<file path="src/rtl/dp_busy_arbiter.sv">
module dp_busy_arbiter #(
  parameter int AW = 15
) (
  input  logic          clk,
  input  logic          rst_n,
  input  logic          master_mode,
  input  logic          l_en,
  input  logic          l_wr,
  input  logic [AW-1:0] l_addr,
  input  logic          r_en,
  input  logic          r_wr,
  input  logic [AW-1:0] r_addr,
  input  logic          busy_l_in_n,
  input  logic          busy_r_in_n,
  output logic          busy_l_out_n,
  output logic          busy_r_out_n,
  output logic          l_wr_gated,
  output logic          r_wr_gated
);

  typedef enum logic [1:0] {OWN_NONE, OWN_LEFT, OWN_RIGHT} own_t;

  own_t          owner_q, owner_d;
  logic          l_en_q, r_en_q;
  logic [AW-1:0] l_addr_q, r_addr_q;
  logic          pair_match, l_held, r_held;
  logic          l_busy_n, r_busy_n;

  assign pair_match = l_en & r_en & (l_addr == r_addr);
  assign l_held     = l_en & l_en_q & (l_addr == l_addr_q);
  assign r_held     = r_en & r_en_q & (r_addr == r_addr_q);

  always_comb begin
    owner_d = owner_q;
    if (!master_mode || !pair_match)
      owner_d = OWN_NONE;
    else if (owner_q == OWN_NONE)
      owner_d = (r_held && !l_held) ? OWN_RIGHT : OWN_LEFT;
  end

  always_ff @(posedge clk or negedge rst_n) begin
    if (!rst_n) begin
      owner_q  <= OWN_NONE;
      l_en_q   <= 1'b0;
      r_en_q   <= 1'b0;
      l_addr_q <= '0;
      r_addr_q <= '0;
    end else begin
      owner_q  <= owner_d;
      l_en_q   <= l_en;
      r_en_q   <= r_en;
      l_addr_q <= l_addr;
      r_addr_q <= r_addr;
    end
  end

  assign busy_l_out_n = ~(master_mode & (owner_q == OWN_RIGHT));
  assign busy_r_out_n = ~(master_mode & (owner_q == OWN_LEFT));

  assign l_busy_n = master_mode ? busy_l_out_n : busy_l_in_n;
  assign r_busy_n = master_mode ? busy_r_out_n : busy_r_in_n;

  assign l_wr_gated = l_en & l_wr & l_busy_n;
  assign r_wr_gated = r_en & r_wr & r_busy_n;


  busy_needs_match_chk: assert property (@(posedge clk) disable iff (!rst_n)
    (!busy_l_out_n || !busy_r_out_n) |-> ($past(pair_match) && master_mode));


  release_chk: assert property (@(posedge clk) disable iff (!rst_n)
    !pair_match |=> (busy_l_out_n && busy_r_out_n));


  first_owner_chk: assert property (@(posedge clk) disable iff (!rst_n)
    (master_mode && pair_match && l_held && !r_held && owner_q == OWN_NONE)
      |=> (!master_mode || (!busy_r_out_n && busy_l_out_n)));


  tie_left_chk: assert property (@(posedge clk) disable iff (!rst_n)
    (master_mode && pair_match && !l_held && !r_held && owner_q == OWN_NONE)
      |=> (!master_mode || (!busy_r_out_n && busy_l_out_n)));


  master_gate_chk: assert property (@(posedge clk) disable iff (!rst_n)
    (master_mode && !busy_r_out_n) |-> !r_wr_gated);


  slave_gate_chk: assert property (@(posedge clk) disable iff (!rst_n)
    (!master_mode && !busy_l_in_n) |-> !l_wr_gated);

endmodule

</file>
<file path="config.mk">
export PLATFORM = sky130hd
export DESIGN_NAME = dp_busy_arbiter
export DESIGN_NICKNAME = d
export VERILOG_FILES = /design/src/rtl/dp_busy_arbiter.sv
export SDC_FILE = /design/constraint.sdc
export NUM_CORES = 1
export LEC_CHECK = 0
export BUFFER_PORTS_ARGS = -buffer_cell sky130_fd_sc_hd__buf_2
export CAP_MARGIN = 25
export CORE_AREA = 8 8 61 63
export CTS_BUF_LIST = sky130_fd_sc_hd__clkbuf_16
export DETAILED_ROUTE_END_ITERATION = 10
export DIE_AREA = 0 0 69 71
export PLACE_DENSITY = 0.81
export SLEW_MARGIN = 25
export SYNTH_ARGS = -nofsm -noshare
export SYNTH_HDL_FRONTEND = slang
export SYNTH_SLANG_ARGS = --single-unit
</file>
<file path="constraint.sdc">
create_clock -name clk -period 2.6 [get_ports clk]
set_clock_uncertainty 0.15 [all_clocks]
set_input_delay 0.52 -clock clk [delete_from_list [all_inputs] [get_ports clk]]
set_output_delay 0.52 -clock clk [all_outputs]
set_load 0.01 [all_outputs]
</file>
==> results.cfg, run 1 <==
[routing]
wl_per_cell_microns = 16.3
totalWireLength_microns = 3050
via_per_inst = 5.17
drtIter0Drc = 48
post-route-drc-count = 0
vias = 967
dr.pass1.iters = 4
ant_nets = 0

[clock_tree]
cts_tree = built
cts.sinks = 34
postCtsSetupBuffers = 0
cts_resized = 0
cts.path.max_buffers = 2
clock_latency_ns = 0.28
htree_levels = 2
root_buffer = clkbuf_16
postCtsHoldBufs = 0
path_clk_slew_ns = 0.05
cts_buffers = 5

[sta]
worst_pin_slew_ns = 0.715
grt_setup_unrepaired = false
drv_slew = 0
fmax_mhz = 531
finalSetupTns_ns = 0
relSlewSlack_pct = 52.3
finalSetupViolCount = 0
hold_viol = 0
fin_crit_sh_pct = 72.4
fin_crit_ns = 1.88

[grt]
first_global_vias = 1090
antenna_found_initial = 0
grt_pass1_wl_microns = 5100
grt_max_degree = 35
overflow = 0
grt_usage_pct = 13.1

[setup_path]
slowest_delay_ns = 0.36
path_cells = nor2b_1, nand2_1, o2111a_1, buf_2
rr_startpoint = r_addr_q[3]$_DFF_PN0_
critPathLaunchType = flop
endpoint_kind = output port
cp_slowest_cell = dfrtp_1
ff2ff_setup_slack_ns = 0.87
critPathRequiredTime_ns = 1.93
crit_fanout = 3
ff2ff_path_depth = 5
critical_path_class = reg -> out
crit_start = owner_q[1]$_DFFE_PN0P_
r2r_end = owner_q[1]$_DFFE_PN0P_
critPathArrivalTime_ns = 1.21

[hold_path]
hold_path_class = in -> async

[logic_synthesis]
netlist_area_sq_mm = 0.00144
synth_cell_types = 16
yosysSeqAreaShare_pct = 59.1
synth_largest_area_cell = dfrtp_1
synth.top_cell.area_share_pct = 59.1
syn_area_per_cell_sq_um = 13.8
ys_seq_elements = 34
syn_nets = 143
synth_warnings = 0
syn_inst = 104
synth_area_leaders = dfrtp_1, xor2_1, xnor2_1, nor4_1, nand4_1

[pwr]
p_leak_nw = 0.848
p_switching_mw = 0.281
power_per_cell_area_mw_per_mm2 = 725
seq_power_share_pct = 42.2
clkPwrFrac_pct = 48.0
p_comb_share_pct = 9.8
swShare_pct = 20.9
ir_worst_vdd_uv = 788
p_int_mw = 1.06

[final_layout]
diodes = 0
layout_common_cells = buf_2, dfrtp_1, xor2_1, xnor2_1, nor4_1
instances_no_fill = 187
final_common_cell = buf_2
final_nets = 192
drive_above_1_share_pct = 33.1
areaGrowthSynthToFinish_pct = 28.8

[floorplanning]
coreArea_sq_mm = 0.00285
num_io_pins = 43
dieArea_sq_mm = 0.00490
rows = 20
die_y_microns = 71
start_util_pct = 50.4
die_x_microns = 69

[run_status]
outcome = completed

[place]
dpl.cell_count = 179
place.gp.congestion = 0.711
hpwl_microns = 2380
numPortBuffers = 42

[run]
cap_violations = 0
## flip-flops by register name, summed over array words and instances (netlist names)
signal    flops
l_addr_q     15
r_en_q        1
owner_q       2
r_addr_q     15
l_en_q        1
## stage by stage
step / util (%) / worst slack (ns) / area, sq um / hold slack [ns] / power (mW)
4_1_cts: 65.0 / 0.715 / 1850 / 0.179 / 1.36
2_1_floorplan: - / 0.730 / 1440 / 0.0744 / 0.634
3_3_place_gp: 59.3 / 0.573 / 1690 / 0.344 / 0.703
5_1_grt: 65.0 / 0.607 / 1850 / 0.216 / 1.40
6_report: 65.0 / 0.718 / 1850 / 0.145 / 1.34
3_5_place_dp: 59.3 / 0.530 / 1690 / 0.347 / 0.709
## synth_stat cells
cell type,number
a311oi_1,1
and4b_1,1
dfrtp_1,34
nand2_1,2
nand3_1,2
nand3b_1,1
nand4_1,5
nor2b_1,1
nor3b_2,1
nor4_1,6
nor4_4,1
o2111a_1,2
o21a_1,1
or4_4,1
xnor2_1,20
xor2_1,25
## per-layer routing
layer / part of all wire [%] / global-route usage, % / wire length (microns) / vias to the layer above
met5: 0 / 0 / 0 / -
met4: 1.2 / 4.10 / 37 / 0
met3: 6.2 / 6.15 / 188 / 4
met2: 51 / 21.3 / 1550 / 34
met1: 42 / 15.0 / 1270 / 473
li1: - / - / - / 456
## power groups by stage
stage / Sequential [mW] / Clock [mW] / Combinational [mW]
3_3_place_gp: 0.574 / 0 / 0.129
2_1_floorplan: 0.573 / 0 / 0.0608
3_5_place_dp: 0.575 / 0 / 0.133
4_1_cts: 0.567 / 0.655 / 0.135
5_1_grt: 0.568 / 0.687 / 0.146
6_report: 0.566 / 0.645 / 0.132
## logic make-up after synthesis
logic type,synth area share (%)
simple gates,10.8
flops,59.1
xor+xnor,27.4
compound gates,2.70
## critical path, delay by kind of cell, from the launching register on
kind / cells / cell delay (ns)
flip-flops: 1 / 0.36
AO/OA/AOI/OAI: 1 / 0.13
buffers and inverters: 1 / 0.13
AND/OR/NAND/NOR: 2 / 0.31
## cell type report
type / instances / area [sq um]
clock buffer: 5 / 125
timing repair buffer: 42 / 210
clock inverter: 3 / 37.5
sequential: 34 / 851
tap: 33 / 41.3
multi-input combinational: 70 / 588
fill: 240 / 1000
## how the worst max path moves through the flow
stage                             endpoint  depth (start not counted)  slack [ns]
floorplan           owner_q[0]$_DFFE_PN0P_                          4        0.73
CTS                             l_wr_gated                          4        0.71
detailed placement  owner_q[0]$_DFFE_PN0P_                          5        0.53
global route                    l_wr_gated                          4        0.61
finish                          l_wr_gated                          4        0.72
global placement    owner_q[0]$_DFFE_PN0P_                          5        0.57
(Power assumes the default switching activity.)
==> run 2: changes to the inputs <==
--- a/config.mk
+++ b/config.mk
@@ -7,11 +7,11 @@
 export LEC_CHECK = 0
 export BUFFER_PORTS_ARGS = -buffer_cell sky130_fd_sc_hd__buf_2
 export CAP_MARGIN = 25
-export CORE_AREA = 8 8 61 63
+export CORE_AREA = 8 8 63 65
 export CTS_BUF_LIST = sky130_fd_sc_hd__clkbuf_16
 export DETAILED_ROUTE_END_ITERATION = 10
-export DIE_AREA = 0 0 69 71
-export PLACE_DENSITY = 0.81
+export DIE_AREA = 0 0 71 73
+export PLACE_DENSITY = 0.76
 export SLEW_MARGIN = 25
 export SYNTH_ARGS = -nofsm -noshare
 export SYNTH_HDL_FRONTEND = slang
==> constraint.sdc (replaced) <==
create_clock -name clk -period 1.8 [get_ports clk]
set_clock_uncertainty 0.15 [all_clocks]
set_input_delay 0.36 -clock clk [delete_from_list [all_inputs] [get_ports clk]]
set_output_delay 0.36 -clock clk [all_outputs]
set_load 0.01 [all_outputs]
==> run 2 against run 1 <==
First-iteration DRC count shrank 44%. Final cell count grew 3.7%. Via count shrank 0.83%. Combinational power grew 61%. Critical path depth is the same. Wire length grew 0.72%. Cell area grew 4.0%. Core utilization grew 0.30 points. Critical endpoint unchanged.
==> results.cfg, run 2 (synthesized netlist as in run 1, its figures left out) <==
[run_status]
outcome = completed

[setup_path]
critical_path_class = reg -> out
cp_top_family = flip-flops
worst-path-buf-inv = 1
critPathRequiredTime_ns = 1.29
crit_cells = 4
crit_fanout = 3
slowest_delay_ns = 0.37
ff2ff_path_depth = 6
cp_slowest_cell = dfrtp_1
critPathArrivalTime_ns = 1.22
critPathLaunchType = flop
endpoint_kind = output port
path_cells = nor2b_1, nand2_1, o2111a_1, buf_2

[grt]
overflow = 0
grt_usage_pct = 13.0
antenna_found_initial = 0
grt_pass1_wl_microns = 4950
first_global_vias = 1060
grt_max_degree = 19

[floorplanning]
die_y_microns = 73
start_util_pct = 48.7
num_io_pins = 43
coreArea_sq_mm = 0.00295
rows = 20
die_x_microns = 71
dieArea_sq_mm = 0.00518

[sta]
relSlewSlack_pct = 73.6
finalSetupViolCount = 0
hold_viol = 0
finalSetupTns_ns = 0
worst_pin_slew_ns = 0.395
fin_crit_sh_pct = 96.1
fmax_mhz = 578
fin_crit_ns = 1.73
drv_slew = 0

[clock_tree]
path_clk_slew_ns = 0.05
postCtsSetupBuffers = 0
clock_latency_ns = 0.27
cts_buffers = 5
cts.sinks = 34
cts_tree = built
root_buffer = clkbuf_16
htree_levels = 2
cts.path.max_buffers = 2

[pwr]
power_per_cell_area_mw_per_mm2 = 935
p_switching_mw = 0.404
seq_power_share_pct = 45.4
total_power_mw = 1.80
swShare_pct = 22.4
p_leak_nw = 0.875
p_comb_share_pct = 11.8
p_int_mw = 1.40
clkPwrFrac_pct = 42.8
ir_worst_vdd_uv = 853

[final_layout]
layout_common_cells = buf_2, dfrtp_1, xor2_1, xnor2_1, buf_4
final_common_cell = buf_2
fill_cells = 228
final_nets = 201
drive_above_1_share_pct = 38.5
instances_no_fill = 194
diodes = 0
final_cell_area_sq_mm = 0.00193
top_regs = l_addr_q: 15 flops, r_addr_q: 15 flops, owner_q: 2 flops
areaGrowthSynthToFinish_pct = 33.9

[routing]
via_per_inst = 4.94
totalWireLength_microns = 3070
wl_per_cell_microns = 15.8
vias = 959
drtIter0Drc = 27
post-route-drc-count = 0
dr.pass1.iters = 4
ant_nets = 0

[place]
place.gp.congestion = 0.738
hpwl_microns = 2420
numPortBuffers = 42
place_area_sq_mm = 0.00176
dpl.cell_count = 187

[hold_path]
holdPathStages = 1
hold_path_class = in -> reg

[run]
cap_violations = 0
run 2: repair_timing:
item	4_1_cts	5_1_grt
resized for setup	0	4
hold buffers	1	0
hold endpoints to repair	16	0
setup endpoints to repair	0	2
run 2: through the flow:
| step | utilization [%] | setup slack, ns | hold slack (ns) |
|---|---|---|---|
| 6_report | 65.3 | 0.0699 | 0.0869 |
| 5_1_grt | 65.3 | -0.0325 | 0.0811 |
| 4_1_cts | 64.4 | 0.0522 | 0.0811 |
| 3_5_place_dp | 59.7 | -0.108 | 0.158 |
| 3_3_place_gp | 59.7 | -0.0584 | 0.150 |
| 2_1_floorplan | - | 0.0901 | -0.0856 |
run 2: cell type report:
type                       count  area, sq um  area share, %
sequential                    34          851           44.2
multi-input combinational     70          613           31.8
timing repair buffer          51          293           15.2
clock buffer                   5          125           6.49
tap                           33         41.3           2.14
clock inverter                 1         3.75          0.195
run 2: final timing paths:
path,from,to,slack (ns)
setup / recovery,owner_q[1]$_DFFE_PN0P_,l_wr_gated,0.07
hold / removal,l_addr[9],l_addr_q[9]$_DFF_PN0_,0.09
setup reg to reg,l_addr_q[5]$_DFF_PN0_,owner_q[1]$_DFFE_PN0P_,0.09
hold reg to reg,owner_q[1]$_DFFE_PN0P_,owner_q[1]$_DFFE_PN0P_,0.38
max in group asynchronous,rst_n,l_addr_q[11]$_DFF_PN0_,0.68
min in group asynchronous,rst_n,r_addr_q[12]$_DFF_PN0_,0.39
run 2: per-layer routing:
metal	track usage, %	up-vias	part of all wire (%)
met5	0	-	0
met4	7.62	0	1.7
met3	6.59	4	6.1
met2	19.2	24	47
met1	14.8	458	45
li1	-	473	-
run 2: power groups by stage:
stage / Sequential (mW) / Combinational [mW] / Clock (mW)
4_1_cts: 0.819 / 0.209 / 0.792
6_report: 0.818 / 0.213 / 0.771
3_3_place_gp: 0.829 / 0.202 / 0
3_5_place_dp: 0.831 / 0.207 / 0
5_1_grt: 0.821 / 0.236 / 0.825
2_1_floorplan: 0.828 / 0.0879 / 0
==> run 3: changes to the inputs <==
--- a/config.mk
+++ b/config.mk
@@ -7,11 +7,13 @@
 export LEC_CHECK = 0
 export BUFFER_PORTS_ARGS = -buffer_cell sky130_fd_sc_hd__buf_2
 export CAP_MARGIN = 25
-export CORE_AREA = 8 8 63 65
+export CELL_PAD_IN_SITES_DETAIL_PLACEMENT = 0
+export CELL_PAD_IN_SITES_GLOBAL_PLACEMENT = 1
+export CORE_AREA = 8 8 69 71
 export CTS_BUF_LIST = sky130_fd_sc_hd__clkbuf_16
 export DETAILED_ROUTE_END_ITERATION = 10
-export DIE_AREA = 0 0 71 73
-export PLACE_DENSITY = 0.76
+export DIE_AREA = 0 0 77 79
+export PLACE_DENSITY_LB_ADDON = 0.1
 export SLEW_MARGIN = 25
 export SYNTH_ARGS = -nofsm -noshare
 export SYNTH_HDL_FRONTEND = slang
==> run 3 against run 2 <==
Cell area increased by 2.7%. Sequential share of layout area shrank 1.2 points. Worst setup slack got worse by 0.0017 ns. Flip-flop and latch count unchanged. Combinational power is 4% higher. First-iteration DRC count is 44% higher.
==> results.cfg, run 3 (synthesized netlist as in run 1, its figures left out) <==
[setup_path]
ff2ff_path_depth = 5
path_cells = xor2_1, nor4_2, a311oi_2, buf_4, o21a_1
crit_fanout = 2
critPathRequiredTime_ns = 1.81
critPathArrivalTime_ns = 1.74
slowest_delay_ns = 0.43
cp_slowest_cell = nor4_2
ff2ff_setup_slack_ns = 0.07
r2r_end = owner_q[1]$_DFFE_PN0P_
worst-path-buf-inv = 1
critical_path_class = reg -> reg
endpoint_kind = flop
rr_startpoint = l_addr_q[1]$_DFF_PN0_
critPathLaunchType = flop
cp_top_family = simple AND/OR/NAND/NOR gates

[sta]
hold_slack_ns = 0.0919
worst_pin_slew_ns = 0.404
finalSetupViolCount = 0
fin_crit_ns = 1.73
finalSetupTns_ns = 0
grt_setup_unrepaired = true
fin_crit_sh_pct = 96.2
relSlewSlack_pct = 72.8
fmax_mhz = 577
hold_viol = 0
drv_slew = 0

[routing]
drtIter0Drc = 39
vias = 974
dr.pass1.iters = 3
via_per_inst = 4.55
post-route-drc-count = 0
wl_per_cell_microns = 14.7
totalWireLength_microns = 3150
ant_nets = 0

[pwr]
p_leak_nw = 0.889
power_per_cell_area_mw_per_mm2 = 910
ir_worst_vdd_uv = 695
total_power_mw = 1.80

[place]
hpwl_microns = 2570
place.gp.congestion = 0.736
place_area_sq_mm = 0.00181
numPortBuffers = 42

[run_status]
outcome = completed

[clock_tree]
clock_latency_ns = 0.27
cts.path.max_buffers = 2
htree_levels = 2
root_buffer = clkbuf_16
cts.sinks = 34
cts_tree = built
path_clk_slew_ns = 0.05
cts_buffers = 5

[grt]
grt_pass1_wl_microns = 5150
grt_usage_pct = 10.8
first_global_vias = 1074
grt_max_degree = 19
antenna_found_initial = 0
overflow = 0

[hold_path]
holdPathStages = 1
hold_path_class = in -> reg
hp-start = l_addr[7]
hold_path_end = l_addr_q[7]$_DFF_PN0_

[final_layout]
final_cell_area_sq_mm = 0.00198
drive_above_1_share_pct = 40.9
fill_cells = 355
layout_common_cells = buf_2, dfrtp_1, xor2_1, xnor2_1, buf_4
top_regs = l_addr_q: 15 flops, r_addr_q: 15 flops, owner_q: 2 flops
final_nets = 204
diodes = 0
final_common_cell = buf_2
final_util_pct = 52.1
areaGrowthSynthToFinish_pct = 37.6

[floorplanning]
die_x_microns = 77
dieArea_sq_mm = 0.00608
coreArea_sq_mm = 0.00380
start_util_pct = 37.9
rows = 23
num_io_pins = 43
die_y_microns = 79

[run]
cap_violations = 0
run 3: report_power, final:
part	leakage (nW)	internal [mW]	switching, mW
clock	0.0632	0.490	0.271
combinational	0.425	0.110	0.111
sequential	0.401	0.803	0.0154
total	0.889	1.40	0.398
run 3: worst reg2reg max path, delay by kind of cell, from the launching register on:
family / cells / cell delay (ns)
flops: 1 / 0.37
compound gates: 2 / 0.32
buf+inv: 1 / 0.17
xor+xnor: 1 / 0.17
simple gates: 1 / 0.43
run 3: worst max-delay path by stage:
stage                                start                      to  cells after the start
floorplan                       r_addr[10]  owner_q[0]$_DFFE_PN0P_                      4
global placement                r_addr[10]  owner_q[0]$_DFFE_PN0P_                      5
detailed placement              r_addr[10]  owner_q[0]$_DFFE_PN0P_                      5
CTS                  r_addr_q[3]$_DFF_PN0_  owner_q[0]$_DFFE_PN0P_                      6
global route        r_addr_q[10]$_DFF_PN0_  owner_q[1]$_DFFE_PN0P_                      6
finish               l_addr_q[1]$_DFF_PN0_  owner_q[1]$_DFFE_PN0P_                      5
run 3: layout make-up:
| cell class | instances | area (sq um) | share of cell area, % |
|---|---|---|---|
| sequential | 34 | 851 | 43.0 |
| clock inverter | 1 | 3.75 | 0.190 |
| timing repair buffer | 54 | 315 | 15.9 |
| clock buffer | 5 | 125 | 6.32 |
| tap | 50 | 62.6 | 3.16 |
| multi-input combinational | 70 | 622 | 31.4 |
run 3: what timing repair did:
action,in CTS,in global routing
resized for setup,0,6
hold endpoints to repair,16,0
hold buffers,1,0
buffers inserted,0,0
endpoints found under the setup margin,0,3
run 3: through the flow:
stage,worst slack (ns),std cells
6_report,0.0682,214
5_1_grt,-0.0199,214
4_1_cts,0.00130,214
3_5_place_dp,-0.120,207
3_3_place_gp,-0.0671,207
2_1_floorplan,0.0901,104
run 3: per-layer routing:
| metal | vias up | share of wire, % | track usage, % |
|---|---|---|---|
| met5 | - | 0 | 0 |
| met4 | 0 | 0.79 | 3.96 |
| met3 | 5 | 6.1 | 4.74 |
| met2 | 25 | 47 | 16.2 |
| met1 | 465 | 46 | 13.5 |
| li1 | 479 | - | - |
